==> config.mk <==
export PLATFORM = sky130hd
export DESIGN_NAME = dma_cc_top
export DESIGN_NICKNAME = d
export VERILOG_FILES = /design/src/rtl/dma_cc_pkg.sv /design/src/rtl/dma_cc_chan.sv /design/src/rtl/dma_cc_route.sv /design/src/rtl/dma_cc_top.sv
export SDC_FILE = /design/constraint.sdc
export NUM_CORES = 1
export LEC_CHECK = 0
export ABC_AREA = 0
export BUFFER_PORTS_ARGS = -buffer_cell sky130_fd_sc_hd__buf_4
export CORE_MARGIN = 4
export CORE_UTILIZATION = 45
export DETAILED_ROUTE_END_ITERATION = 10
export PLACE_DENSITY = 0.84
export SLEW_MARGIN = 20
export SYNTH_ARGS = -nofsm -noshare
export SYNTH_HDL_FRONTEND = slang
export SYNTH_HIERARCHICAL = 1
export SYNTH_SLANG_ARGS = --single-unit
==> constraint.sdc <==
create_clock -name clk_i -period 1.4 [get_ports clk_i]
set_input_delay 0.28 -clock clk_i [delete_from_list [all_inputs] [get_ports clk_i]]
set_output_delay 0.28 -clock clk_i [all_outputs]
set_load 0.005 [all_outputs]
==> src/rtl/dma_cc_pkg.sv <==
package dma_cc_pkg;

  localparam int NUM_SRC   = 16;
  localparam int CFG_W     = 10;
  localparam int BIT_CLR   = 12;
  localparam int BIT_RST   = 13;
  localparam int BIT_DONE  = 16;
  localparam int REG_W     = 32;

  typedef enum logic [1:0] {
    BEAT_8  = 2'b00,
    BEAT_16 = 2'b01,
    BEAT_32 = 2'b10
  } beat_e;

  // Packed order gives int_en at bit 0 ... src at bits 9:6
  typedef struct packed {
    logic [3:0] src;
    logic       dir;
    logic       pmode;
    logic [1:0] size;
    logic       pause;
    logic       int_en;
  } chan_cfg_t;

  function automatic beat_e beat_of(logic [1:0] size);
    case (size)
      2'b01:   return BEAT_16;
      2'b10:   return BEAT_32;
      default: return BEAT_8;
    endcase
  endfunction

  // Direction implied by the source select; fabric codes defer to dir bit
  function automatic logic to_periph_of(chan_cfg_t c);
    if (!c.pmode) return 1'b0;
    case (c.src)
      4'd8, 4'd9, 4'd12, 4'd13: return c.dir;
      4'd10, 4'd15:             return 1'b1;
      4'd11, 4'd14:             return 1'b0;
      default:                  return c.src[0];
    endcase
  endfunction

endpackage

==> src/rtl/dma_cc_chan.sv <==
module dma_cc_chan
  import dma_cc_pkg::*;
(
  input  logic      clk_i,
  input  logic      rst_ni,
  input  logic      wr_i,
  input  chan_cfg_t wr_cfg_i,
  input  logic      clr_i,
  input  logic      rst_cmd_i,
  input  logic      done_i,
  output chan_cfg_t cfg_o,
  output logic      done_o
);

  chan_cfg_t cfg_q;
  logic      done_q;

  always_ff @(posedge clk_i or negedge rst_ni) begin
    if (!rst_ni) begin
      cfg_q  <= '0;
      done_q <= 1'b0;
    end else if (wr_i && rst_cmd_i) begin
      cfg_q  <= '0;
      done_q <= 1'b0;
    end else if (wr_i) begin
      cfg_q  <= wr_cfg_i;
      done_q <= done_i | (done_q & ~clr_i);
    end else begin
      done_q <= done_i | done_q;
    end
  end

  assign cfg_o  = cfg_q;
  assign done_o = done_q;

  AST_DONE_CAPTURE: assert property (@(posedge clk_i) disable iff (!rst_ni)
    done_i && !(wr_i && rst_cmd_i) |=> done_q);

  AST_CLR_EFFECT: assert property (@(posedge clk_i) disable iff (!rst_ni)
    wr_i && clr_i && !rst_cmd_i && !done_i |=> !done_q);

  AST_CHAN_RESET: assert property (@(posedge clk_i) disable iff (!rst_ni)
    wr_i && rst_cmd_i |=> (cfg_q == '0) && !done_q);

endmodule

==> src/rtl/dma_cc_route.sv <==
module dma_cc_route
  import dma_cc_pkg::*;
(
  input  chan_cfg_t          cfg_i,
  input  logic [NUM_SRC-1:0] rdy_i,
  output logic               req_o,
  output logic [1:0]         beat_o,
  output logic               to_periph_o,
  output logic               pmode_o
);

  logic launch;

  always_comb begin
    launch = cfg_i.pmode ? rdy_i[cfg_i.src] : 1'b1;
    req_o  = launch & ~cfg_i.pause;
  end

  assign beat_o      = beat_of(cfg_i.size);
  assign to_periph_o = to_periph_of(cfg_i);
  assign pmode_o     = cfg_i.pmode;

endmodule

==> src/rtl/dma_cc_top.sv <==
module dma_cc_top
  import dma_cc_pkg::*;
#(
  parameter  int NUM_CH = 4,
  localparam int CH_AW  = (NUM_CH > 1) ? $clog2(NUM_CH) : 1
) (
  input  logic                   clk_i,
  input  logic                   rst_ni,
  input  logic                   reg_we_i,
  input  logic [CH_AW-1:0]       reg_addr_i,
  input  logic [31:0]            reg_wdata_i,
  output logic [31:0]            reg_rdata_o,
  input  logic [15:0]            periph_rdy_i,
  input  logic [NUM_CH-1:0]      done_i,
  output logic [NUM_CH-1:0]      xfer_req_o,
  output logic [NUM_CH-1:0][1:0] beat_size_o,
  output logic [NUM_CH-1:0]      to_periph_o,
  output logic [NUM_CH-1:0]      periph_mode_o,
  output logic                   irq_o
);

  chan_cfg_t [NUM_CH-1:0] cfg;
  logic      [NUM_CH-1:0] done_flag;
  logic      [NUM_CH-1:0] wr_hit;
  chan_cfg_t              wr_cfg;

  logic unused_wdata;
  assign unused_wdata = ^{reg_wdata_i[31:BIT_RST+1], reg_wdata_i[BIT_CLR-1:CFG_W]};

  assign wr_cfg = chan_cfg_t'(reg_wdata_i[CFG_W-1:0]);

  for (genvar c = 0; c < NUM_CH; c++) begin : g_ch
    assign wr_hit[c] = reg_we_i && (int'(reg_addr_i) == c);

    dma_cc_chan u_chan (
      .clk_i     (clk_i),
      .rst_ni    (rst_ni),
      .wr_i      (wr_hit[c]),
      .wr_cfg_i  (wr_cfg),
      .clr_i     (reg_wdata_i[BIT_CLR]),
      .rst_cmd_i (reg_wdata_i[BIT_RST]),
      .done_i    (done_i[c]),
      .cfg_o     (cfg[c]),
      .done_o    (done_flag[c])
    );

    dma_cc_route u_route (
      .cfg_i       (cfg[c]),
      .rdy_i       (periph_rdy_i),
      .req_o       (xfer_req_o[c]),
      .beat_o      (beat_size_o[c]),
      .to_periph_o (to_periph_o[c]),
      .pmode_o     (periph_mode_o[c])
    );

    AST_PAUSE_NOREQ: assert property (@(posedge clk_i) disable iff (!rst_ni)
      cfg[c].pause |-> !xfer_req_o[c]);

    AST_BEAT_LEGAL: assert property (@(posedge clk_i) disable iff (!rst_ni)
      beat_size_o[c] != 2'b11);
  end

  always_comb begin
    reg_rdata_o = '0;
    if (int'(reg_addr_i) < NUM_CH) begin
      reg_rdata_o[CFG_W-1:0] = cfg[reg_addr_i];
      reg_rdata_o[BIT_DONE]  = done_flag[reg_addr_i];
    end
  end

  always_comb begin
    irq_o = 1'b0;
    for (int c = 0; c < NUM_CH; c++) irq_o |= done_flag[c] & cfg[c].int_en;
  end

  AST_IRQ_HOLD: assert property (@(posedge clk_i) disable iff (!rst_ni)
    irq_o && !reg_we_i |=> irq_o);

  AST_STROBES_ZERO: assert property (@(posedge clk_i) disable iff (!rst_ni)
    reg_rdata_o[BIT_CLR] == 1'b0 && reg_rdata_o[BIT_RST] == 1'b0);

endmodule

* Word level (Yosys, flattened, before mapping) *
Index checks and enable logic that the tools add are counted.

word-level totals
  flip-flop bits (word level) = 44
  output and inout bits = 53

operators by class
  order comparisons = 5
  equality and inequality tests = 43
  muxes and demuxes = 44
  bitwise gates (word level) = 28
  reductions and logical operators = 25

operator list
  kind                  number
  $eq A4 B4 Y1 const B  32
  $mux W10              9
  $mux W1               21
  $bmux W10 S2          1
  $lt A4 B5 Y1 const B  4
  $bmux W1 S4           4
  $pmux W2 S2           4
  $reduce_or A2 Y1      8
  $reduce_or A4 Y1      4
  $and A1 B1 Y1         12
  $eq A2 B2 Y1 const B  6
  $pmux W1 S3           4
  $or A1 B1 Y1          11
  $eq A2 B1 Y1 const B  5
  $logic_and A1 B1 Y1   8
  $reduce_bool A2 Y1    4
  $not A1 Y1            5
  $lt A2 B3 Y1 const B  1
  $bmux W1 S2           1
  $logic_not A2 Y1      1

* Longest topological paths before layout *
  depth in word-level cells = 5
  gate-level depth with buffers = 7

* Modules after synthesis *
The synthesis kept the hierarchy.

modules (own cells, without submodules)
  module        times used  cells each  area each (sq um)  seq. area each (sq um)
  dma_cc_chan   4           27          410.4              275.3
  dma_cc_route  4           20          196.4              0.0
  dma_cc_top    1           44          515.5              0.0

* Least setup slack after synthesis *
Ideal clock, no wire load.

  path kind = flip-flop to output port
  start point = reg g_ch[0].u_chan.cfg_q (netlist bit g_ch[0].u_chan/cfg_o[6])
  end point = out xfer_req_o[0]
  arrival time = 1.290 ns
  required time = 1.120 ns
  setup slack = -0.170 ns
  stages on the path, launching flop included = 4
  path through = dfrtp_1 -> mux4_2 -> nor4b_1 -> a311oi_1

on the way
  longest elaborated chain between the ends = 4

RTL lines
  element                        RTL line            RTL
  start, declared                dma_cc_chan.sv:15   chan_cfg_t cfg_q;
  start signal, assigned         dma_cc_chan.sv:26   cfg_q <= wr_cfg_i;
  $bmux W1 S4                    dma_cc_route.sv:15  launch = cfg_i.pmode ? rdy_i[cfg_i.src] : 1'b1;
  $mux W1 (implied by the code)  dma_cc_route.sv:15
  $mux W1                        dma_cc_route.sv:15
  $and A1 B1 Y1                  dma_cc_route.sv:16  req_o = launch & ~cfg_i.pause;
  end, declared                  dma_cc_top.sv:15    output logic [NUM_CH-1:0] xfer_req_o,

No other way between the ends. The select of a mux whose other input is x is not followed.

* Worst setup path after layout *
  start point = reg g_ch[3].u_chan.cfg_q (netlist bit g_ch[3].u_chan/cfg_o[6])
  end point = out xfer_req_o[3]

on the way
  longest elaborated chain between the ends = 4

RTL lines
  element                        RTL line
  start, declared                dma_cc_chan.sv:15
  start signal, assigned         dma_cc_chan.sv:26
  $bmux W1 S4                    dma_cc_route.sv:15
  $mux W1 (implied by the code)  dma_cc_route.sv:15
  $mux W1                        dma_cc_route.sv:15
  $and A1 B1 Y1                  dma_cc_route.sv:16

No other way between the ends. The select of a mux whose other input is x is not followed.

==> reports/results.md <==
### Drt
* post-detailed-route count of antenna-violating nets: 0
* aggregate routed wire length: 8830 um
* DRC violations left: 0
* routed vias/inst: 5.94
* Initial DRT Pass Iterations: 4
* vias post-DR: 2565
* Routed wire per std cell: 20.4 um
* initial DRC count: 213

### Placement
* Port-buffer cells: 68
* global placer's final weighted congestion: 0.833
* HPWL reported at the end of detailed placement: 6240 um

### Finish
* total area of sequential cells: 1110 um^2
* fraction of layout instances using a drive strength above 1: 57.5%
* Area growth, synth to finish: 42.1%
* fraction of the core area covered by cells at the end of the flow: 65.9%
* number of nets in the finished design: 411
* Antenna Cells: 0
* area of combinational cells with multiple inputs: 1670 um^2
* Fill cells: 468

### Synthesis
* combinational family with the most area after synthesis: multiplexers
* top cells by area, synth: dfrtp_1 (37%), mux4_2 (17%), a22o_1 (12%), buf_4 (6.4%), mux4_1 (4.5%)
* Adder-Cell Fraction of Synth Area: 0%
* most common library cells after synthesis: dfrtp_1 (44), a22o_1 (40), buf_4 (25)
* cell area after synthesis: 2940 um^2
* synthesized instance count: 232
* syn avg cell area: 12.7 um^2
* parity-gate share of the synthesized area counting xor and xnor cells: 0%
* count of flip-flops with a built-in enable after synthesis: 0
* async set-reset flop share out of synthesis: 100%
* most frequent cell after synthesis: dfrtp_1
* largest area contributor in the netlist: dfrtp_1
* Simple-Gate Fraction of Synth Area: 8.38%
* number of synthesized register bits: 44
* portion of the post-synthesis area used by sequential elements: 37.4%
* synth warn: 6
* multiplexer share of the synthesized area: 22.7%
* share of Yosys cell area claimed by the top area cell type: 37.4%
* Top FF cell, synth: dfrtp_1
* share of the synthesized area in compound gates (AO/OA/AOI/OAI): 19.6%
* Synth cell types: 27

### Setup path
* cell with the largest stage delay on the worst path: mux4_2
* startpoint class of the critical path: flop
* Worst Reg2Reg Path Length in Cells: 3
* Worst Path Buf+Inv: 1
* Arr. time, crit path: 1740 ps
* Worst Path Class, Setup: reg -> out
* critical-path maximum fanout: 4
* FF-to-FF Start: g_ch[3].u_chan/cfg_o[6]$_DFFE_PN0P_
* reg2reg end: g_ch[3].u_chan/cfg_o[6]$_DFFE_PN0P_
* Crit. End Element: primary output
* top cell family by delay on the critical path: multiplexers
* critical path's largest stage delay: 530 ps
* CP cell instances: mux4_2 > o41ai_2 > a311oi_1 > buf_4
* setup slack, reg-to-reg: 360 ps
* critical path required time: 1120 ps

### Status
* violated checks: negative setup slack
* run status: complete, but fails checks

### Hold path
* type of the most critical hold path: in -> reg
* endpoint with the worst hold slack: g_ch[2].u_chan/done_o$_DFF_PN0_
* cell count of the worst hold path: 2
* startpoint of the most critical hold path: reg_wdata_i[12]

### Timing
* final hold violations: 0
* Fmax achieved: 496 MHz
* setup repair after global routing missed its margin: true
* fin crit share: 144%
* clock skew: 0 ps
* Min Hold Slack: 193 ps
* clock period minus final worst setup slack: 2020 ps
* Pins Over Slew Limit: 0
* max_slew headroom: 63.0%
* slew at the pin closest to its max-slew limit: 555 ps
* PnR worst setup slack: -617 ps
* final setup violating endpoints: 20

### Global route
* antenna violations before repair: 0
* gr ovfl total: 0
* via count of the first global-routing pass: 2578
* wire length of the first global-routing pass: 13400 um
* pin count of the biggest net entering global routing: 45
* gr usage total: 22.6%

### Clocking
* Inserted Clock Buffers: 5
* clock tree from TritonCTS: built
* buffer levels on the longest clock path: 2
* root buffer selected by CTS: clkbuf_8
* TritonCTS Sinks: 44
* level count of the clock H-tree: 2
* clock input transition at the sequential cells of the worst setup and hold paths: 80 ps
* Skew-Pair Late Insertion Delay: 300 ps

### Pwr
* Power Density: 959 nW/um^2
* Total Power Consumption: 4.01 mW
* worst vdd rail ir drop: 580 uV
* Leak Pwr: 1.90 nW

### Floorplan
* starting density of the core: 46.3%
* ports placed on the boundary: 110
* Placeable Area: 6350 um^2
* vertical extent of the die: 88.9 um
* Horiz. Die Dim: 88.9 um
* number of placement rows: 29
* Die Outline Area: 7900 um^2

### Job
* max-cap check violation count: 0

## cells in the final DEF, fill, tap and decap left out, types with 6 or more instances in the layout
master    n
buf_4    96
dfrtp_2  11
inv_1    16
buf_6    29
mux4_2   27
nand2_1   6
nor2b_1   9
conb_1   21
dfrtp_1  33
a22o_1   40
## worst register-to-register path, cell delays in order, from the launching register on
cell and delay, ps:
dfrtp_2 450, buf_4 150, buf_6 120, a22o_1 210
## how the worst max path moves through the flow
stage	from	slack, ps	cells past startpoint	endpoint
6_report	g_ch[3].u_chan/cfg_o[6]$_DFFE_PN0P_	-620	4	xfer_req_o[3]
3_5_place_dp	g_ch[1].u_chan/cfg_o[7]$_DFFE_PN0P_	-400	4	xfer_req_o[1]
3_3_place_gp	g_ch[1].u_chan/cfg_o[7]$_DFFE_PN0P_	-300	4	xfer_req_o[1]
2_1_floorplan	g_ch[0].u_chan/cfg_o[6]$_DFFE_PN0P_	-80	3	xfer_req_o[0]
4_1_cts	g_ch[0].u_chan/cfg_o[7]$_DFFE_PN0P_	-630	4	xfer_req_o[0]
5_1_grt	g_ch[3].u_chan/cfg_o[6]$_DFFE_PN0P_	-700	4	xfer_req_o[3]
## per-stage QoR
| step | setup TNS [ps] | instances | area (um^2) | setup slack, ps |
|---|---|---|---|---|
| global placement | -6060 | 405 | 3790 | -303 |
| finish | -6880 | 432 | 4180 | -617 |
| CTS | -6900 | 426 | 4080 | -634 |
| detailed placement | -7050 | 405 | 3790 | -397 |
| global route | -7900 | 432 | 4180 | -696 |
| floorplan | -335 | 252 | 3090 | -84.0 |
## timing repair
item / CTS / global route
endpoints found under the setup margin: 20 / 23
resized for setup: 40 / 19
hold buffers: 1 / 0
pin swaps: 8 / 9
setup buffers: 14 / 8
endpoints found under the hold margin: 44 / 0
## flip-flops by register name, summed over array words and instances, names as in the netlist
register            count
g_ch.u_chan/done_o      4
g_ch.u_chan/cfg_o      40
## area by class of cell
type / instances / area share [%]
multi-input combinational: 156 / 40.0
tap: 77 / 2.30
clock inverter: 1 / 0.120
inverter: 16 / 1.44
timing repair buffer: 131 / 27.7
sequential: 44 / 26.7
clock buffer: 7 / 1.83
## cells by family after synthesis
logic type | after synthesis
compound gates | 70
simple gates | 34
flops | 44
buf+inv | 52
mux | 31
other cells | 1
## report_power, final
| part | leakage (nW) | internal, mW | switching (mW) |
|---|---|---|---|
| registers | 0.549 | 1.43 | 0.169 |
| logic | 1.31 | 1.01 | 0.627 |
| clock network | 0.0422 | 0.351 | 0.422 |
## per-layer routing
layer | wire length, um | up-vias | track usage, %
li1 | - | 1114 | -
met1 | 3430 | 1331 | 28.9
met2 | 4600 | 106 | 39.1
met3 | 642 | 14 | 3.63
met4 | 152 | 0 | 7.28
met5 | 0 | - | 0
Note: power is estimated with default switching activity, not from simulation.
